[src/rtl/cqs_pkg.sv]
package cqs_pkg;

  typedef enum logic [1:0] {
    SK_NONE = 2'd0,
    SK_DATA = 2'd1,
    SK_CAL  = 2'd2
  } slot_kind_e;

  // Decide what a converter slot does.
  function automatic slot_kind_e pick_slot(input logic slot, input logic fg,
                                           input logic full);
    if (!slot)            return SK_NONE;
    else if (fg || !full) return SK_CAL;
    else                  return SK_DATA;
  endfunction

  // A sample is accepted when the entry is free now or is freed this cycle.
  function automatic logic cap_ok(input logic samp, input logic fg,
                                  input logic full, input logic take);
    return samp & ~fg & (~full | take);
  endfunction

  // A sample is lost when the entry stays occupied through this cycle.
  function automatic logic ovr_hit(input logic samp, input logic fg,
                                   input logic full, input logic take);
    return samp & ~fg & full & ~take;
  endfunction

endpackage

[src/rtl/cqs_queue.sv]
module cqs_queue
  import cqs_pkg::*;
(
  input  logic clk,
  input  logic rst_n,
  input  logic samp_stb,
  input  logic fg_req,
  input  logic take,
  output logic full,
  output logic overrun
);

  logic full_q;
  logic ovr_q;
  logic cap_evt;
  logic drop_evt;

  assign cap_evt  = cap_ok(samp_stb, fg_req, full_q, take);
  assign drop_evt = ovr_hit(samp_stb, fg_req, full_q, take);

  always_ff @(posedge clk) begin
    if (!rst_n) begin
      full_q <= 1'b0;
      ovr_q  <= 1'b0;
    end else begin
      if (fg_req) full_q <= 1'b0;
      else        full_q <= (full_q & ~take) | cap_evt;
      if (drop_evt) ovr_q <= 1'b1;
    end
  end

  assign full    = full_q;
  assign overrun = ovr_q;

  // a taken entry is empty next cycle when nothing new arrives
  p_taken_clears_r2: assert property (@(posedge clk) disable iff (!rst_n)
    (take && !samp_stb) |=> !full);

  // an empty queue with a sample strobe holds it next cycle
  p_empty_captures_r4: assert property (@(posedge clk) disable iff (!rst_n)
    (samp_stb && !fg_req && !full) |=> full);

  // the loss flag never falls once raised
  p_overrun_sticky_r5: assert property (@(posedge clk) disable iff (!rst_n)
    overrun |=> overrun);

  // foreground flushes the entry and never flags a loss
  p_fg_flush_r6: assert property (@(posedge clk) disable iff (!rst_n)
    fg_req |=> !full);
  p_fg_no_loss_r6: assert property (@(posedge clk) disable iff (!rst_n)
    (fg_req && !overrun) |=> !overrun);

endmodule

[src/rtl/cqs_arb.sv]
module cqs_arb
  import cqs_pkg::*;
(
  input  logic       clk,
  input  logic       rst_n,
  input  logic       slot_stb,
  input  logic       fg_req,
  input  logic       full,
  output logic       take,
  output logic       cal,
  output slot_kind_e kind
);

  assign kind = pick_slot(slot_stb, fg_req, full);
  assign take = (kind == SK_DATA);
  assign cal  = (kind == SK_CAL);

  // a take only happens with a held sample
  p_take_has_sample_r2: assert property (@(posedge clk) disable iff (!rst_n)
    take |-> full);

  // at most one action per cycle, and every slot gets one
  p_one_action_r3: assert property (@(posedge clk) disable iff (!rst_n)
    $onehot0({take, cal}));
  p_slot_served_r3: assert property (@(posedge clk) disable iff (!rst_n)
    slot_stb |-> (take || cal));

  // foreground never takes input
  p_fg_no_take_r6: assert property (@(posedge clk) disable iff (!rst_n)
    fg_req |-> !take);

endmodule

[src/rtl/cqs_tagpipe.sv]
module cqs_tagpipe
  import cqs_pkg::*;
#(
  parameter int LAT = 3,
  parameter int DW  = 8
) (
  input  logic          clk,
  input  logic          rst_n,
  input  slot_kind_e    kind_in,
  input  logic [DW-1:0] res_in,
  output logic          dat_valid,
  output logic [DW-1:0] dat_out,
  output logic          cal_valid,
  output logic [DW-1:0] cal_out
);

  localparam int LAST = LAT - 1;

  for (genvar g = 0; g < LAT; g++) begin : g_st
    slot_kind_e q;
    if (g == 0) begin : g_head
      always_ff @(posedge clk) begin
        if (!rst_n) q <= SK_NONE;
        else        q <= kind_in;
      end
    end else begin : g_body
      always_ff @(posedge clk) begin
        if (!rst_n) q <= SK_NONE;
        else        q <= g_st[g-1].q;
      end
    end
  end

  slot_kind_e tail;
  assign tail      = g_st[LAST].q;
  assign dat_valid = (tail == SK_DATA);
  assign cal_valid = (tail == SK_CAL);
  assign dat_out   = dat_valid ? res_in : '0;
  assign cal_out   = cal_valid ? res_in : '0;

  // a result belongs to exactly one stream
  p_out_excl_r7: assert property (@(posedge clk) disable iff (!rst_n)
    $onehot0({dat_valid, cal_valid}));

endmodule

[src/rtl/cal_queue_sched.sv]
module cal_queue_sched
  import cqs_pkg::*;
#(
  parameter int DW  = 8,
  parameter int LAT = 3
) (
  input  logic          clk,
  input  logic          rst_n,
  input  logic          samp_stb,
  input  logic          slot_stb,
  input  logic          fg_req,
  input  logic [DW-1:0] res_in,
  output logic          slot_take,
  output logic          slot_cal,
  output logic          q_full,
  output logic          err_overrun,
  output logic          dat_valid,
  output logic [DW-1:0] dat_out,
  output logic          cal_valid,
  output logic [DW-1:0] cal_out
);

  slot_kind_e kind;
  logic       take_w;
  logic       cal_w;
  logic       full_w;
  logic       ovr_w;

  cqs_queue u_queue (
    .clk      (clk),
    .rst_n    (rst_n),
    .samp_stb (samp_stb),
    .fg_req   (fg_req),
    .take     (take_w),
    .full     (full_w),
    .overrun  (ovr_w)
  );

  cqs_arb u_arb (
    .clk      (clk),
    .rst_n    (rst_n),
    .slot_stb (slot_stb),
    .fg_req   (fg_req),
    .full     (full_w),
    .take     (take_w),
    .cal      (cal_w),
    .kind     (kind)
  );

  cqs_tagpipe #(.LAT(LAT), .DW(DW)) u_pipe (
    .clk       (clk),
    .rst_n     (rst_n),
    .kind_in   (kind),
    .res_in    (res_in),
    .dat_valid (dat_valid),
    .dat_out   (dat_out),
    .cal_valid (cal_valid),
    .cal_out   (cal_out)
  );

  assign slot_take   = take_w;
  assign slot_cal    = cal_w;
  assign q_full      = full_w;
  assign err_overrun = ovr_w;

endmodule

[config.mk]
export PLATFORM = sky130hd
export DESIGN_NAME = cal_queue_sched
export DESIGN_NICKNAME = d
export VERILOG_FILES = /design/src/rtl/cqs_pkg.sv /design/src/rtl/cqs_queue.sv /design/src/rtl/cqs_arb.sv /design/src/rtl/cqs_tagpipe.sv /design/src/rtl/cal_queue_sched.sv
export SDC_FILE = /design/constraint.sdc
export NUM_CORES = 1
export LEC_CHECK = 0
export ABC_AREA = 1
export BUFFER_PORTS_ARGS = -buffer_cell sky130_fd_sc_hd__buf_2
export CAP_MARGIN = 25
export CORE_AREA = 5 5 42 44
export DETAILED_ROUTE_END_ITERATION = 6
export DIE_AREA = 0 0 47 49
export GPL_TIMING_DRIVEN = 0
export HOLD_SLACK_MARGIN = 0.02
export PLACE_DENSITY_LB_ADDON = 0.3
export SYNTH_ARGS = -nofsm -noshare
export SYNTH_HDL_FRONTEND = slang
export SYNTH_SLANG_ARGS = --single-unit
[constraint.sdc]
create_clock -name clk -period 2.3 [get_ports clk]
set_clock_uncertainty 0.05 [all_clocks]
set_input_delay 0.345 -clock clk [delete_from_list [all_inputs] [get_ports clk]]
set_output_delay 0.345 -clock clk [all_outputs]
set_load 0.05 [all_outputs]
==> results of run 1 <==
[worst paths after layout]
kind | from | to | slack (ns) | depth (start not counted)
worst max-delay path | u_pipe.g_st[2].q[1]$_SDFF_PN0_ | cal_out[7] | 0.62 | 5
worst min-delay path | rst_n | u_pipe.g_st[2].q[1]$_SDFF_PN0_ | 0.29 | 3
worst min register to register | u_pipe.g_st[1].q[1]$_SDFF_PN0_ | u_pipe.g_st[2].q[1]$_SDFF_PN0_ | 0.36 | 2
worst max register to register | u_queue.full$_SDFF_PP0_ | u_queue.overrun$_SDFFE_PN0P_ | 1.45 | 4
[registers in the layout (all words and copies together) (netlist names)]
signal           count
u_queue.overrun      1
u_queue.full         1
u_pipe.g_st.q        6
[layout by cell type, fill, tap and decap left out]
master | netlist | layout
a21oi_1 | 2 | 2
buf_2 | 0 | 34
buf_6 | 1 | 1
clkbuf_4 | 0 | 3
dfxtp_1 | 8 | 8
inv_1 | 18 | 18
inv_2 | 3 | 3
nand2_1 | 7 | 7
nor2_1 | 11 | 11
nor2_2 | 9 | 9
nor3_1 | 1 | 1
o21ai_1 | 1 | 1
or2_0 | 1 | 1
or2_1 | 1 | 1
[metal layers]
| layer | routed length (um) | up-vias | GRT usage (%) |
|---|---|---|---|
| met5 | 0 | - | 0 |
| met4 | 0 | 0 | 6.91 |
| met3 | 151 | 0 | 5.54 |
| met2 | 509 | 25 | 14.5 |
| met1 | 307 | 192 | 5.08 |
| li1 | - | 247 | - |
[area by class of cell]
type | instances | area, sq um | share of cell area [%]
timing repair buffer | 34 | 170 | 27.5
inverter | 21 | 78.8 | 12.7
multi-input combinational | 33 | 156 | 25.3
tap | 16 | 20.0 | 3.23
sequential | 8 | 160 | 25.9
buffer | 1 | 11.3 | 1.82
clock buffer | 3 | 22.5 | 3.64
[cell families (layout without fill, tap and decap cells)]
kind of cell    Yosys count  count (layout)  share of synthesized area [%]
simple gates             30              30                           34.8
buf+inv                  22              59                           22.2
flops                     8               8                           39.4
compound gates            3               3                           3.69
[per-stage QoR]
step	worst slack [ns]	power, W	util, %
final	0.623	0.000304	44.2
after global routing	0.529	0.000326	44.2
after CTS	0.591	0.000313	44.2
after detailed placement	0.872	0.000203	42.6
after global placement	0.887	0.000202	42.6
after floorplan	0.613	0.000184	-
[power groups by stage]
stage / sequential, W / combinational, W / clock [W]
6_report: 0.000144 / 0.0000560 / 0.000104
3_3_place_gp: 0.000147 / 0.0000554 / 0
4_1_cts: 0.000144 / 0.0000566 / 0.000113
2_1_floorplan: 0.000150 / 0.0000336 / 0
5_1_grt: 0.000144 / 0.0000602 / 0.000122
3_5_place_dp: 0.000147 / 0.0000565 / 0
[synth_stat cells]
library cell   n
nand2_1        7
dfxtp_1        8
or2_0          1
a21oi_1        2
inv_2          3
o21ai_1        1
nor2_1        11
or2_1          1
inv_1         18
nor3_1         1
nor2_2         9
buf_6          1
[critical path, delay by kind of cell (launching register included)]
family | cells | cell delay, ns
AND/OR/NAND/NOR | 2 | 0.28
flip-flops | 1 | 0.32
buffers and inverters | 3 | 0.44
==> results.json, run 1 <==
{
  "synth_fp_nets": 76,
  "worst_pin_slew_ns": 0.275,
  "slew_viol_final": 0,
  "sequentialPowerShare_pct": 47.3,
  "drc": 0,
  "finalHoldViolCount": 0,
  "synthToLayoutAreaGrowth_pct": 52.3,
  "gr-total-overflow": 0,
  "gp_congestion": 0.653,
  "cts.repair.resized": 0,
  "cts_sinks": 8,
  "crit_path_cell_trace": "inv_2 > or2_1 > buf_6 > nor2_2 > buf_2",
  "synth_area_leaders": "dfxtp_1 39%, inv_1 17%, nor2_2 14%",
  "layout-drive-gt1-share_pct": 50.0,
  "hold_path_class": "in -> reg",
  "power_density_nw_per_um2": 491,
  "critPathKind": "reg -> out",
  "die-area_sq_um": 2300,
  "final_area_sq_um": 619,
  "yosysWarnings": 0,
  "synth_cell_type_count": 12,
  "drv_cap": 0,
  "ios": 35,
  "p_clk_share_pct": 34.3,
  "worst_path_largest_cell_delay_ns": 0.32,
  "syn_inst": 63,
  "antennaDiodeCount": 0,
  "antenna_found_initial": 0,
  "layout.nets": 115,
  "cp-start-kind": "register",
  "die-width_um": 47,
  "grt_use_total_pct": 8.25,
  "fillCellCount": 169,
  "cts-root-buf": "clkbuf_4",
  "cts_tree": "done",
  "internal-power_w": 0.000219,
  "yosys.area.top_type": "dfxtp_1",
  "run_status": "finished, final reports clean",
  "dr.first_iter.drc_count": 2,
  "port_buffers": 34,
  "hpwl_um": 824,
  "fin_crit_ns": 1.68,
  "ctsHoldBuffers": 0,
  "yosys_register_bits": 8,
  "synth-seq-area-share_pct": 39.4,
  "routed_wl_um": 968,
  "setup_viol": 0,
  "critPathMaxFanout": 9,
  "grt_max_degree": 10,
  "swShare_pct": 27.9,
  "synth_area_sq_um": 407,
  "ir_drop_mv": 0.190,
  "tns_ns": 0,
  "core.rowCount": 14,
  "avgSynthCellArea_sq_um": 6.45,
  "via_per_inst": 4.00,
  "place_area_sq_um": 597,
  "fmax_ghz": 0.596,
  "worst_path_max_delay_cell": "dfxtp_1",
  "grt_pass1_vias": 347,
  "clkLatencyLatePin_ns": 0.25,
  "initial_utilization_pct": 29.0,
  "period_share_pct": 72.9,
  "rsz0062_at_grt": "no",
  "cp.arrival_ns": 1.28,
  "drtPass1Iterations": 2,
  "dp_cells": 113,
  "fp.dieH_um": 49,
  "cp_data_required_time_ns": 1.90,
  "yosys.area.top_type_share_pct": 39.4,
  "cts.path.max_buffers": 2,
  "post_cts_buffers": 0,
  "maxSlewHeadroom_pct": 81.6,
  "wl_per_cell_um": 8.34,
  "grt_pass1_wl_um": 1280,
  "p_sw_w": 0.0000849,
  "p_leak_nw": 0.432,
  "p_comb_share_pct": 18.4,
  "instances_no_fill": 116,
  "cts_htree_levels": 1,
  "antenna_left": 0,
  "cts-buffers-inserted": 3,
  "num_vias": 464,
  "worst_hold_slack_ns": 0.295,
  "cts.clk_slew.worst_paths_ns": 0.05,
  "core_area_sq_um": 1400,
  "crit_path_end_kind": "output pin"
}
Note: power is estimated with default switching activity, not from simulation.
==> run 2: changes to the inputs <==
Settings changed: ABC_AREA 1 to 0.
Clock period 2.3 ns to 1.6 ns, I/O delays scaled along.
==> run 2 against run 1 <==
Against the previous run: setup slack worse by 0.51 ns; register-to-register slack worse by 0.73 ns; combinational power is 28% higher; sequential share of layout area is 0.71 points lower; clock power is 43% higher; power is 41% higher; sequential cell count stayed put; critical endpoint is now dat_out[2].
==> results.json, run 2 <==
{
  "run_status": "finished, final reports clean",
  "grt_pass1_vias": 413,
  "synth_area_leaders": "dfxtp_1 42%, and2_1 33%, nor2b_1 4.9%",
  "initial_utilization_pct": 27.4,
  "cts_tree": "done",
  "mostFrequentLayoutCells": "20 x and2_1, 18 x buf_2, 17 x clkbuf_4",
  "cts_htree_levels": 1,
  "synth-seq-area-share_pct": 41.7,
  "setup_viol": 0,
  "rsz0062_at_grt": "no",
  "avgSynthCellArea_sq_um": 8.93,
  "synth_edf_count": 0,
  "r2r_setup_slack_ns": 0.72,
  "r2r_cells": 2,
  "antenna_found_initial": 0,
  "cts_sinks": 8,
  "r2r_start": "u_queue.full$_SDFF_PP0_",
  "layout_commonest_cell": "and2_1",
  "drv_cap": 0,
  "clkLatencyLatePin_ns": 0.25,
  "gp_congestion": 0.707,
  "p_leak_nw": 0.354,
  "core.rowCount": 14,
  "grt_max_degree": 10,
  "p_comb_share_pct": 16.8,
  "p_clk_share_pct": 34.9,
  "via_per_inst": 4.26,
  "critPathKind": "reg -> out",
  "dr.first_iter.drc_count": 0,
  "syn_inst": 43,
  "worst_pin_slew_ns": 0.250,
  "post_cts_buffers": 0,
  "ios": 35,
  "swShare_pct": 26.0,
  "p_sw_w": 0.000111,
  "synth_cell_type_count": 14,
  "synth_fp_nets": 56,
  "synthToLayoutAreaGrowth_pct": 65.8,
  "fin_crit_ns": 1.48,
  "gr-total-overflow": 0,
  "ir_drop_mv": 0.455,
  "largest_register": "u_pipe.g_st.q",
  "synth.most_common_cell": "and2_1",
  "cts-buffers-inserted": 3,
  "yosysWarnings": 0,
  "period_share_pct": 92.8,
  "worst_path_max_delay_cell": "dfxtp_1",
  "layout-drive-gt1-share_pct": 51.2,
  "internal-power_w": 0.000317,
  "crit_path_end_kind": "output pin",
  "ctsHoldBuffers": 0,
  "yosys-top-cells-count": "20 x and2_1, 8 x dfxtp_1, 3 x nor2b_1",
  "multi_input_area_sq_um": 205,
  "largest_reg_flops": 6,
  "grt_use_total_pct": 9.47,
  "yosys_register_bits": 8,
  "tns_ns": 0,
  "die-area_sq_um": 2300,
  "regArea_sq_um": 160,
  "core_area_sq_um": 1400,
  "fmax_ghz": 0.674,
  "hold_path_class": "in -> reg",
  "critPathLaunch": "u_pipe.g_st[2].q[0]$_SDFF_PN0_",
  "power_density_nw_per_um2": 672,
  "async_flop_share_pct": 0,
  "drtPass1Iterations": 1,
  "antenna_left": 0,
  "routed_wl_um": 995,
  "fillCellCount": 136,
  "yosys.area.top_type_share_pct": 41.7,
  "critPathMaxFanout": 9,
  "sequentialPowerShare_pct": 48.3,
  "synth_area_sq_um": 384,
  "cp_data_required_time_ns": 1.31,
  "antennaDiodeCount": 0,
  "slew_viol_final": 0,
  "cts.clk_slew.worst_paths_ns": 0.05,
  "drc": 0,
  "cp-start-kind": "register",
  "die-width_um": 47,
  "worst_path_largest_cell_delay_ns": 0.32,
  "cp.arrival_ns": 1.19,
  "finalHoldViolCount": 0,
  "whs_path_depth": 2,
  "endpoint": "dat_out[2]",
  "cts.repair.resized": 0,
  "port_buffers": 34,
  "r2r_end": "u_queue.overrun$_SDFFE_PN0P_",
  "crit_path_cell_trace": "nor2b_1 > buf_4 > and2_1 > clkbuf_4",
  "fp.dieH_um": 49,
  "grt_pass1_wl_um": 1570,
  "num_vias": 409,
  "synthFlopType": "dfxtp_1",
  "cts.path.max_buffers": 2,
  "layout.nets": 95,
  "maxSlewHeadroom_pct": 83.1,
  "wl_per_cell_um": 10.4,
  "yosys.area.top_type": "dfxtp_1",
  "cts-root-buf": "clkbuf_4",
  "layout_setup_ws_ns": 0.116,
  "dpl_worst_slack_ns": 0.353
}
run 2: cell types whose count changed in the layout (fill, tap and decap cells not counted), sizes merged, moves of 2 or more:
cell and change:
buf -13, and2 +21, clkbuf +14, nand2 -6, or2 -2, nor2 -19, nor2b +3, inv -20
run 2: layout make-up:
type                    instances  area share, %
multi-input cells              32           32.2
clock buffers                   3           3.54
well taps                      16           3.14
repair buffers                 34           33.0
plain buffers                   2           2.36
flip-flops and latches          8           25.1
inverters                       1          0.589
run 2: power groups by stage:
stage / clock (W) / sequential (W) / combinational (W)
finish: 0.000149 / 0.000207 / 0.0000717
global route: 0.000173 / 0.000207 / 0.0000780
CTS: 0.000158 / 0.000207 / 0.0000703
detailed placement: 0 / 0.000211 / 0.0000702
global placement: 0 / 0.000211 / 0.0000693
floorplan: 0 / 0.000216 / 0.0000373
run 2: cell families (layout without fill, tap and decap cells):
kind of cell | after synthesis | count (layout) | synth area share (%)
AND/OR/NAND/NOR | 29 | 29 | 47.6
buffers and inverters | 3 | 40 | 4.88
AO/OA/AOI/OAI | 3 | 3 | 5.86
flip-flops | 8 | 8 | 41.7
run 2: worst min path at each step:
stage                                              start                        endpoint  slack, ns
after detailed placement  u_pipe.g_st[1].q[1]$_SDFF_PN0_  u_pipe.g_st[2].q[1]$_SDFF_PN0_       0.37
after floorplan                                    rst_n    u_queue.overrun$_SDFFE_PN0P_       0.31
after CTS                                       samp_stb         u_queue.full$_SDFF_PP0_       0.19
final                                           samp_stb         u_queue.full$_SDFF_PP0_       0.20
after global placement    u_pipe.g_st[0].q[0]$_SDFF_PN0_  u_pipe.g_st[1].q[0]$_SDFF_PN0_       0.36
after global routing                            samp_stb         u_queue.full$_SDFF_PP0_       0.21
run 2: per-stage QoR:
stage	instance area [sq um]	util, %	hold slack [ns]	std cells	power (W)
detailed placement	574	41.0	0.369	93	0.000281
global placement	574	41.0	0.365	93	0.000280
CTS	597	42.6	0.185	96	0.000435
finish	637	45.4	0.198	96	0.000428
floorplan	384	-	0.308	43	0.000253
global route	637	45.4	0.208	96	0.000459
run 2: critical path, delay by kind of cell, from the launching register on:
family,cells,cell delay [ns]
buffers and inverters,2,0.38
flip-flops,1,0.32
AND/OR/NAND/NOR,2,0.25
run 2: layer usage:
metal	GRT usage (%)	part of all wire, %	vias to the layer above	wire (um)
met3	2.58	13	0	132
li1	-	-	210	-
met1	8.89	33	176	333
met4	8.29	0	0	0
met5	0	0	-	0
met2	15.6	53	23	529
